==> src/rtl/pin_ctrl_pkg.sv <==
package pin_ctrl_pkg;
  typedef enum logic [1:0] {
    DRV_AUTO       = 2'd0,
    DRV_OPEN_DRAIN = 2'd1,
    DRV_PUSH_ONLY  = 2'd2,
    DRV_OFF        = 2'd3
  } drv_mode_e;

  localparam int unsigned OFF_LEVEL = 0;
  localparam int unsigned OFF_CFG   = 1;
  localparam int unsigned WIN_BITS  = 4;

  // returns {pull_up, pull_en}
  function automatic logic [1:0] pull_decode(input logic [1:0] code);
    logic [1:0] r;
    case (code)
      2'd1:    r = 2'b01;
      2'd3:    r = 2'b11;
      default: r = 2'b00;
    endcase
    return r;
  endfunction
endpackage

==> src/rtl/pin_sync.sv <==
module pin_sync #(
  parameter int unsigned STAGES = 2
) (
  input  logic clk_i,
  input  logic rst_ni,
  input  logic d_i,
  output logic q_o
);
  logic [STAGES-1:0] chain;

  generate
    if (STAGES == 1) begin : g_one
      always_ff @(posedge clk_i or negedge rst_ni)
        if (!rst_ni) chain <= '0;
        else         chain <= d_i;
    end else begin : g_many
      always_ff @(posedge clk_i or negedge rst_ni)
        if (!rst_ni) chain <= '0;
        else         chain <= {chain[STAGES-2:0], d_i};
    end
  endgenerate

  assign q_o = chain[STAGES-1];
endmodule

==> src/rtl/pin_event.sv <==
module pin_event (
  input  logic clk_i,
  input  logic rst_ni,
  input  logic level_i,
  input  logic clr_i,
  output logic change_o,
  output logic flag_o
);
  logic prev_q;
  logic flag_q;

  assign change_o = level_i ^ prev_q;

  always_ff @(posedge clk_i or negedge rst_ni) begin
    if (!rst_ni) begin
      prev_q <= 1'b0;
      flag_q <= 1'b0;
    end else begin
      prev_q <= level_i;
      // a new change outranks a clear in the same cycle
      flag_q <= change_o | (flag_q & ~clr_i);
    end
  end

  assign flag_o = flag_q;
endmodule

==> src/rtl/pin_drive.sv <==
module pin_drive
  import pin_ctrl_pkg::*;
(
  input  drv_mode_e  mode_i,
  input  logic [1:0] pull_i,
  input  logic       periph_out_i,
  input  logic       periph_oe_i,
  output logic       pad_out_o,
  output logic       pad_oe_o,
  output logic       pull_en_o,
  output logic       pull_up_o
);
  always_comb begin
    pad_out_o = 1'b0;
    pad_oe_o  = 1'b0;
    case (mode_i)
      DRV_AUTO: begin
        pad_out_o = periph_out_i;
        pad_oe_o  = periph_oe_i;
      end
      DRV_OPEN_DRAIN: begin
        pad_out_o = 1'b0;
        pad_oe_o  = periph_oe_i & ~periph_out_i;
      end
      DRV_PUSH_ONLY: begin
        pad_out_o = 1'b1;
        pad_oe_o  = periph_oe_i & periph_out_i;
      end
      default: begin
        pad_out_o = 1'b0;
        pad_oe_o  = 1'b0;
      end
    endcase
  end

  assign {pull_up_o, pull_en_o} = pull_decode(pull_i);
endmodule

==> src/rtl/pin_regs.sv <==
module pin_regs
  import pin_ctrl_pkg::*;
#(
  parameter int unsigned ADDR_W = 16,
  parameter int unsigned DATA_W = 8,
  parameter logic [ADDR_W-1:0] BASE = '0
) (
  input  logic              clk_i,
  input  logic              rst_ni,
  input  logic              sel_i,
  input  logic              we_i,
  input  logic [ADDR_W-1:0] addr_i,
  input  logic [DATA_W-1:0] wdata_i,
  output logic [DATA_W-1:0] rdata_o,
  input  logic              level_i,
  input  logic              flag_i,
  output drv_mode_e         mode_o,
  output logic [1:0]        pull_o,
  output logic              clr_o
);
  localparam int unsigned HI_W = ADDR_W - WIN_BITS;

  logic                hit;
  logic [WIN_BITS-1:0] offs;
  logic                wr_level, wr_cfg, rd_level;
  drv_mode_e           mode_q;
  logic [1:0]          pull_q;
  logic                unused_wdata;

  assign hit  = sel_i && (addr_i[ADDR_W-1:WIN_BITS] == BASE[ADDR_W-1:WIN_BITS]);
  assign offs = addr_i[WIN_BITS-1:0];

  assign wr_level = hit && we_i && (offs == WIN_BITS'(OFF_LEVEL));
  assign wr_cfg   = hit && we_i && (offs == WIN_BITS'(OFF_CFG));
  assign rd_level = hit && !we_i && (offs == WIN_BITS'(OFF_LEVEL));

  assign clr_o = wr_level && !wdata_i[1];

  always_ff @(posedge clk_i or negedge rst_ni) begin
    if (!rst_ni) begin
      mode_q <= DRV_AUTO;
      pull_q <= 2'd0;
    end else if (wr_cfg) begin
      mode_q <= drv_mode_e'(wdata_i[1:0]);
      pull_q <= wdata_i[3:2];
    end
  end

  always_comb begin
    rdata_o = '0;
    if (rd_level) rdata_o[1:0] = {flag_i, level_i};
  end

  assign mode_o       = mode_q;
  assign pull_o       = pull_q;
  assign unused_wdata = ^{wdata_i[DATA_W-1:4], HI_W[0]};
endmodule

==> src/rtl/pin_ctrl.sv <==
module pin_ctrl
  import pin_ctrl_pkg::*;
#(
  parameter int unsigned ADDR_W    = 16,
  parameter int unsigned DATA_W    = 8,
  parameter int unsigned PIN_IDX   = 0,
  parameter int unsigned SYNC_DEPTH = 2
) (
  input  logic              clk_i,
  input  logic              rst_ni,
  input  logic              bus_sel_i,
  input  logic              bus_we_i,
  input  logic [ADDR_W-1:0] bus_addr_i,
  input  logic [DATA_W-1:0] bus_wdata_i,
  output logic [DATA_W-1:0] bus_rdata_o,
  input  logic              periph_out_i,
  input  logic              periph_oe_i,
  input  logic              pad_in_i,
  output logic              pad_out_o,
  output logic              pad_oe_o,
  output logic              pad_pull_en_o,
  output logic              pad_pull_up_o
);
  localparam logic [ADDR_W-1:0] BASE = ADDR_W'(32'hE060 + 32'h10 * PIN_IDX);

  logic       lvl_sync;
  logic       ev_change, ev_flag, ev_clr;
  drv_mode_e  cfg_mode;
  logic [1:0] cfg_pull;

  pin_sync #(.STAGES(SYNC_DEPTH)) u_sync (
    .clk_i (clk_i),
    .rst_ni(rst_ni),
    .d_i   (pad_in_i),
    .q_o   (lvl_sync)
  );

  pin_event u_event (
    .clk_i   (clk_i),
    .rst_ni  (rst_ni),
    .level_i (lvl_sync),
    .clr_i   (ev_clr),
    .change_o(ev_change),
    .flag_o  (ev_flag)
  );

  pin_regs #(.ADDR_W(ADDR_W), .DATA_W(DATA_W), .BASE(BASE)) u_regs (
    .clk_i  (clk_i),
    .rst_ni (rst_ni),
    .sel_i  (bus_sel_i),
    .we_i   (bus_we_i),
    .addr_i (bus_addr_i),
    .wdata_i(bus_wdata_i),
    .rdata_o(bus_rdata_o),
    .level_i(lvl_sync),
    .flag_i (ev_flag),
    .mode_o (cfg_mode),
    .pull_o (cfg_pull),
    .clr_o  (ev_clr)
  );

  pin_drive u_drive (
    .mode_i      (cfg_mode),
    .pull_i      (cfg_pull),
    .periph_out_i(periph_out_i),
    .periph_oe_i (periph_oe_i),
    .pad_out_o   (pad_out_o),
    .pad_oe_o    (pad_oe_o),
    .pull_en_o   (pad_pull_en_o),
    .pull_up_o   (pad_pull_up_o)
  );
endmodule

==> config.mk <==
export PLATFORM = sky130hd
export DESIGN_NAME = pin_ctrl
export DESIGN_NICKNAME = d
export VERILOG_FILES = /design/src/rtl/pin_ctrl_pkg.sv /design/src/rtl/pin_sync.sv /design/src/rtl/pin_event.sv /design/src/rtl/pin_drive.sv /design/src/rtl/pin_regs.sv /design/src/rtl/pin_ctrl.sv
export SDC_FILE = /design/constraint.sdc
export NUM_CORES = 1
export LEC_CHECK = 0
export BUFFER_PORTS_ARGS = -buffer_cell sky130_fd_sc_hd__buf_2
export CORE_MARGIN = 1.5
export CORE_UTILIZATION = 25
export CTS_BUF_LIST = sky130_fd_sc_hd__clkbuf_4
export CTS_CLUSTER_DIAMETER = 30
export DETAILED_ROUTE_END_ITERATION = 7
export PLACE_DENSITY_LB_ADDON = 0.08
export REMOVE_ABC_BUFFERS = 1
export SKIP_CTS_REPAIR_TIMING = 1
export SLEW_MARGIN = 30
export SYNTH_ARGS = -nofsm -noshare
export SYNTH_HDL_FRONTEND = slang
export SYNTH_SLANG_ARGS = --single-unit
==> constraint.sdc <==
create_clock -name clk_i -period 2.1 [get_ports clk_i]
set_input_delay 0.105 -clock clk_i [delete_from_list [all_inputs] [get_ports clk_i]]
set_output_delay 0.105 -clock clk_i [all_outputs]
set_load 0.05 [all_outputs]
==> summary.txt, run 1 <==
Run status
  – Outcome: completed

Routing
  – Routed WL per cell: 8.91 µm
  – DR vias/cell: 3.96
  – DR DRC count: 0
  – Drt first pass iters: 1
  – Iteration-0 DRC count of the detailed router: 0
  – Vias: 436
  – Final wirelength: 980 µm
  – Detail Route Antenna Nets: 0

Power
  – Comb power frac: 21.4%
  – Switching pwr: 97.4 µW
  – Sw frac: 28.1%
  – VDD IR max: 0.000278 V
  – Pwr dens: 490 nW/µm²
  – Sequential share of power: 45.7%
  – Clock Power Share: 32.9%
  – Internal power: 250 µW
  – LEAKAGE: 0.000386 µW

Critical path
  – Worst Reg-to-Reg Cells: 1
  – Critical Path Sink: pad_oe_o
  – Crit Path Max Fanout: 3
  – Crit Path Category: reg2out
  – R2r setup slk: 1.31 ns
  – Setup crit start kind: register
  – Crit path DAT: 1.59 ns
  – Crit end category: primary output
  – Worst Setup SP: u_regs.mode_o[0]
  – Worst EP required: 2.00 ns
  – Worst R2R End: u_regs.mode_o[1]
  – R2R Path Start: u_regs.mode_o[1]

Placement
  – Placer congestion estimate: 0.569
  – Placed Cells: 105
  – I/O Buffers: 32
  – Detailed Place HPWL: 833 µm

Clock network
  – H-tree depth: 1
  – Worst-skew pair later-pin latency: 0.24 ns
  – Clock Sinks: 8
  – Clock transition at the registers of the reported paths: 0.06 ns
  – Root Driver: clkbuf_4
  – CTS tree: yes
  – Clock buffer depth: 2
  – Num CTS Buffers: 3

Logic synthesis
  – Largest area contributor in the netlist: dfrtp_1
  – Flops & latches, synth: 8
  – Main flop type after synthesis: dfrtp_1
  – Share of the synthesized area in the top cell type: 39.9%
  – Post-synth EDFFs: 0
  – Cell count after synthesis: 48
  – Synth warnings: 0
  – Top-count cell post-synth: dfrtp_1
  – Asr flop ratio synth: 100%
  – Largest cells by area after synthesis: dfrtp_1 40%, buf_4 9.0%, mux2_2 9.0%
  – Syn Std Cell Area: 502 µm²
  – Most instantiated cells after synthesis: 8 x dfrtp_1, 6 x buf_4, 6 x nand2_1
  – Synth Area per Inst: 10.5 µm²
  – Distinct cells, synth: 20
  – Sequential fraction of the synthesis area: 39.9%

Run
  – Max-Cap Viols: 0

STA
  – Setup tns final: 0 ns
  – Final worst path period need: 1.69 ns
  – RSZ-0062 raised after global routing: no
  – Final Setup Violations: 0
  – Tcrit/Tclk final: 80.6%
  – Final Hold Vio Count: 0
  – Max Fclk: 591 MHz
  – Slew Limit Fails: 0
  – Worst Skew: 0.0000420 ns

Floorplanning
  – Area of the core: 1920 µm²
  – # rows: 16
  – Top-Level Pins: 43
  – Chip Height: 47.8 µm
  – Die area: 2280 µm²
  – Initial Util: 26.1%
  – Die width: 47.8 µm

Hold path
  – Hold Path Class: in2reg
  – HP Start: bus_wdata_i[3]

Cells and area
  – Final cell count without fillers: 110
  – Ant. Diodes: 0
  – Post-layout nets: 119
  – Area grow syn2layout: 41.1%
  – Share of cells above drive strength 1: 50.6%

Global routing
  – Total gr overflow: 0
  – Initial antenna violation count: 0
  – Overall Global Routing Usage: 8.95%
  – Vias in the first global route: 391
  – Largest net degree at the start of global routing: 9
  – First-pass GRT wire length: 1.38 mm
==> critical path, stage by stage, from the launching register on <==
cell and delay [ns]:
dfrtp_1 0.36, inv_1 0.06, ha_1 0.22, xnor2_1 0.16, a21oi_1 0.08, nor3b_1 0.16, buf_2 0.29
==> per-stage QoR <==
step / instance area (µm²) / utilization (%) / hold slack (ns) / setup slack, ns / total power (µW)
after floorplan: 472 / - / -0.191 / 0.0169 / 202
after global placement: 666 / 34.6 / -0.0430 / 0.532 / 233
after detailed placement: 666 / 34.6 / -0.0461 / 0.540 / 233
after CTS: 688 / 35.8 / -0.321 / 0.374 / 352
after global routing: 708 / 36.8 / 0.0813 / 0.243 / 365
final: 708 / 36.8 / 0.0871 / 0.408 / 347
==> logic make-up (layout without fill, tap and decap cells) <==
group | Yosys count | after routing | share of synthesized area, %
AOI/OAI and AO/OA | 3 | 3 | 3.99
xor gates and xnor gates | 2 | 2 | 3.49
adders and majority gates | 3 | 3 | 7.48
buffers and inverters | 9 | 39 | 11.2
DFF | 8 | 8 | 39.9
muxes | 4 | 4 | 8.98
other | 1 | 6 | 0.747
and+or+nand+nor | 18 | 18 | 24.2
==> worst min-delay path by stage <==
| stage | slack, ns | to | depth (start not counted) |
|---|---|---|---|
| after detailed placement | -0.05 | u_regs.pull_o[1] | 1 |
| after global placement | -0.04 | u_regs.pull_o[0] | 1 |
| after global routing | 0.08 | u_regs.pull_o[0] | 2 |
| after CTS | -0.32 | u_regs.pull_o[1] | 1 |
| after floorplan | -0.19 | u_event.flag_o | 0 |
| final | 0.09 | u_regs.pull_o[1] | 2 |
==> area by class of cell <==
class	instances	area [µm²]
Clock buffer	3	22.5
Fill cell	206	1210
Inverter	2	7.51
Multi-Input combinational cell	36	264
Sequential cell	8	200
Tap cell	27	33.8
Timing Repair Buffer	34	180
==> registers in the layout (all words and copies together), names as in the netlist <==
signal,cells
u_event.prev_q,1
u_regs.mode_o,2
u_event.flag_o,1
u_regs.pull_o,2
u_sync.chain,2
==> cell usage in the layout, fill, tap and decap left out, drive strengths merged <==
cell and count:
dfrtp 8, xnor2 2, and2 1, buf 32
nor2 2, nand4 1, nor4b 2, inv 2
conb 6, nor3b 3, mux2 4, a21oi 1
nand2 6, ha 3, clkbuf 3, dlygate4sd3 2
a21o 1, o31ai 1, nor3 3
==> power groups by stage <==
stage                     clock [µW]  combinational [µW]  sequential, µW
after CTS                        121                72.1             159
final                            114                74.2             159
after global placement             0                71.8             161
after global routing             125                81.7             159
after floorplan                    0                41.1             161
after detailed placement           0                71.9             161
==> metal layers <==
metal	vias to the layer above	routed length, µm	GRT usage (%)
met5	-	0	0
met4	0	0	8.11
met2	29	491	17.6
met1	186	392	7.42
met3	0	95	1.13
li1	221	-	-
(Power assumes the default switching activity.)
==> inputs of run 2 (changes only) <==
==> constraint.sdc (replaced) <==
create_clock -name clk_i -period 1.7 [get_ports clk_i]
set_input_delay 0.085 -clock clk_i [delete_from_list [all_inputs] [get_ports clk_i]]
set_output_delay 0.085 -clock clk_i [all_outputs]
set_load 0.05 [all_outputs]
==> run 2 against run 1 <==
  * Count of clock-buffer cells in the layout is the same
  * Utilization grew 1.6 points
  * Global-route usage shrank 0.15 points
  * Combinational power grew 25%
  * Flip-flop and latch count is the same
  * Cell area grew 4.2%
==> summary.txt, run 2 (synthesis results as in run 1) <==
Global routing
  – Met2 usage in global routing: 15.7%
  – Initial antenna violation count: 0
  – Grt met1 use: 8.58%
  – Top Usage Layer GRT: met2
  – Vias in the first global route: 384
  – First-pass GRT wire length: 1.35 mm
  – Total gr overflow: 0
  – Largest net degree at the start of global routing: 9
  – GR Util met3: 1.13%
  – Overall Global Routing Usage: 8.80%

Routing
  – DR vias/cell: 4.07
  – Iteration-0 DRC count of the detailed router: 1
  – DR DRC count: 0
  – Routed WL per cell: 8.83 µm
  – Vias: 456
  – Detail Route Antenna Nets: 0
  – Final wirelength: 989 µm
  – Drt first pass iters: 2

STA
  – Tcrit/Tclk final: 92.9%
  – Max Fclk: 633 MHz
  – Hold_ws: 0.0672 ns
  – Slew Limit Fails: 0
  – Setup tns final: 0 ns
  – Worst Skew: 0.0000415 ns
  – RSZ-0062 raised after global routing: no
  – Final Setup Violations: 0
  – Final worst path period need: 1.58 ns
  – Final Hold Vio Count: 0

Hold path
  – Min-Delay Endpoint: u_regs.pull_o[0]
  – HP Start: bus_wdata_i[2]
  – Hold Path Class: in2reg
  – Worst Hold Path Cells: 2

Placement
  – I/O Buffers: 32
  – Placed Cells: 105
  – Placer congestion estimate: 0.569
  – Detailed Place HPWL: 814 µm

Critical path
  – WP buf/inv: 1
  – Crit path DAT: 1.50 ns
  – R2R Path Start: u_regs.mode_o[0]
  – R2r setup slk: 0.80 ns
  – Slowest library cell on the worst path: dfrtp_1
  – Setup crit start kind: register
  – Slowest stage delay, CP: 0.42 ns
  – Crit-path cells: ha_4 -> xnor2_1 -> a21oi_1 -> nor3b_1 -> buf_4
  – Worst R2R End: u_regs.mode_o[0]
  – Crit Path Category: reg2out
  – Worst EP required: 1.62 ns
  – Crit Path Max Fanout: 4
  – Crit-path leading delay family: flip-flops
  – Crit end category: primary output
  – Worst Reg-to-Reg Cells: 2
  – Number of cells on the critical path: 5

Power
  – Sequential share of power: 45.8%
  – Internal power: 309 µW
  – Clock Power Share: 32.5%
  – Sw frac: 27.7%
  – VDD IR max: 0.000329 V
  – Comb power frac: 21.6%
  – Switching pwr: 119 µW
  – LEAKAGE: 0.000399 µW
  – Pwr dens: 580 nW/µm²

Floorplanning
  – Area of the core: 1920 µm²
  – Chip Height: 47.8 µm
  – Initial Util: 26.1%
  – Top-Level Pins: 43
  – Die width: 47.8 µm
  – Die area: 2280 µm²
  – # rows: 16

Cells and area
  – Post-Route Utilization: 38.4%
  – Area grow syn2layout: 47.1%
  – Fillers: 197
  – Final cell count without fillers: 112
  – Register Area: 200 µm²
  – Commonest non-fill, non-tap cells in the layout: 31 x buf_2, 8 x dfrtp_1, 6 x nand2_1, 6 x conb_1, 4 x mux2_2
  – Post-layout nets: 121
  – Share of cells above drive strength 1: 54.1%
  – Most common cell after layout, fill and taps aside: buf_2
  – Ant. Diodes: 0
  – Area taken by multi-input logic gates: 277 µm²

Clock network
  – H-tree depth: 1
  – CTS tree: yes
  – Num CTS Buffers: 3
  – Clock buffer depth: 2
  – Clock Sinks: 8
  – Root Driver: clkbuf_4
  – Clock transition at the registers of the reported paths: 0.05 ns
  – Worst-skew pair later-pin latency: 0.24 ns

Run status
  – Outcome: completed

Run
  – Max-Cap Viols: 0
[run 2: power by group through the flow]
stage	Combinational (µW)	Sequential [µW]	Clock [µW]
2_1_floorplan	50.8	199	0
3_3_place_gp	88.7	199	0
3_5_place_dp	88.8	199	0
4_1_cts	89.0	196	148
5_1_grt	102	196	154
6_report	92.4	196	139
[run 2: how the worst max path moves through the flow]
stage	from	endpoint	slack [ns]
global route	u_regs.mode_o[1]	pad_oe_o	0.01
floorplan	u_regs.mode_o[0]	pad_oe_o	-0.36
CTS	u_regs.mode_o[0]	pad_oe_o	-0.003
finish	u_regs.mode_o[1]	pad_oe_o	0.12
global placement	bus_addr_i[11]	u_regs.mode_o[1]	0.15
detailed placement	bus_addr_i[11]	u_regs.mode_o[0]	0.16
[run 2: metal layers]
metal | vias to the layer above | share of wire, %
met5 | - | 0
met4 | 0 | 0
met3 | 0 | 10
met2 | 29 | 51
met1 | 203 | 39
li1 | 224 | -
[run 2: area by class of cell]
cell class	count	share of cell area, %
inverters	2	1.02
multi-input cells	36	37.5
well taps	27	4.58
flip-flops and latches	8	27.1
clock buffers	3	3.05
repair buffers	36	26.8
[run 2: through the flow]
step	total power (µW)	setup WS (ns)	instance area [µm²]
6_report	428	0.120	738
5_1_grt	452	0.00956	738
4_1_cts	433	-0.00320	688
3_5_place_dp	288	0.157	666
3_3_place_gp	288	0.151	666
2_1_floorplan	250	-0.363	472
[run 2: worst register-to-register path, cell delays in order (launching register included)]
cell	delay, ns
dfrtp_1	0.39
buf_4	0.14
mux2_2	0.25
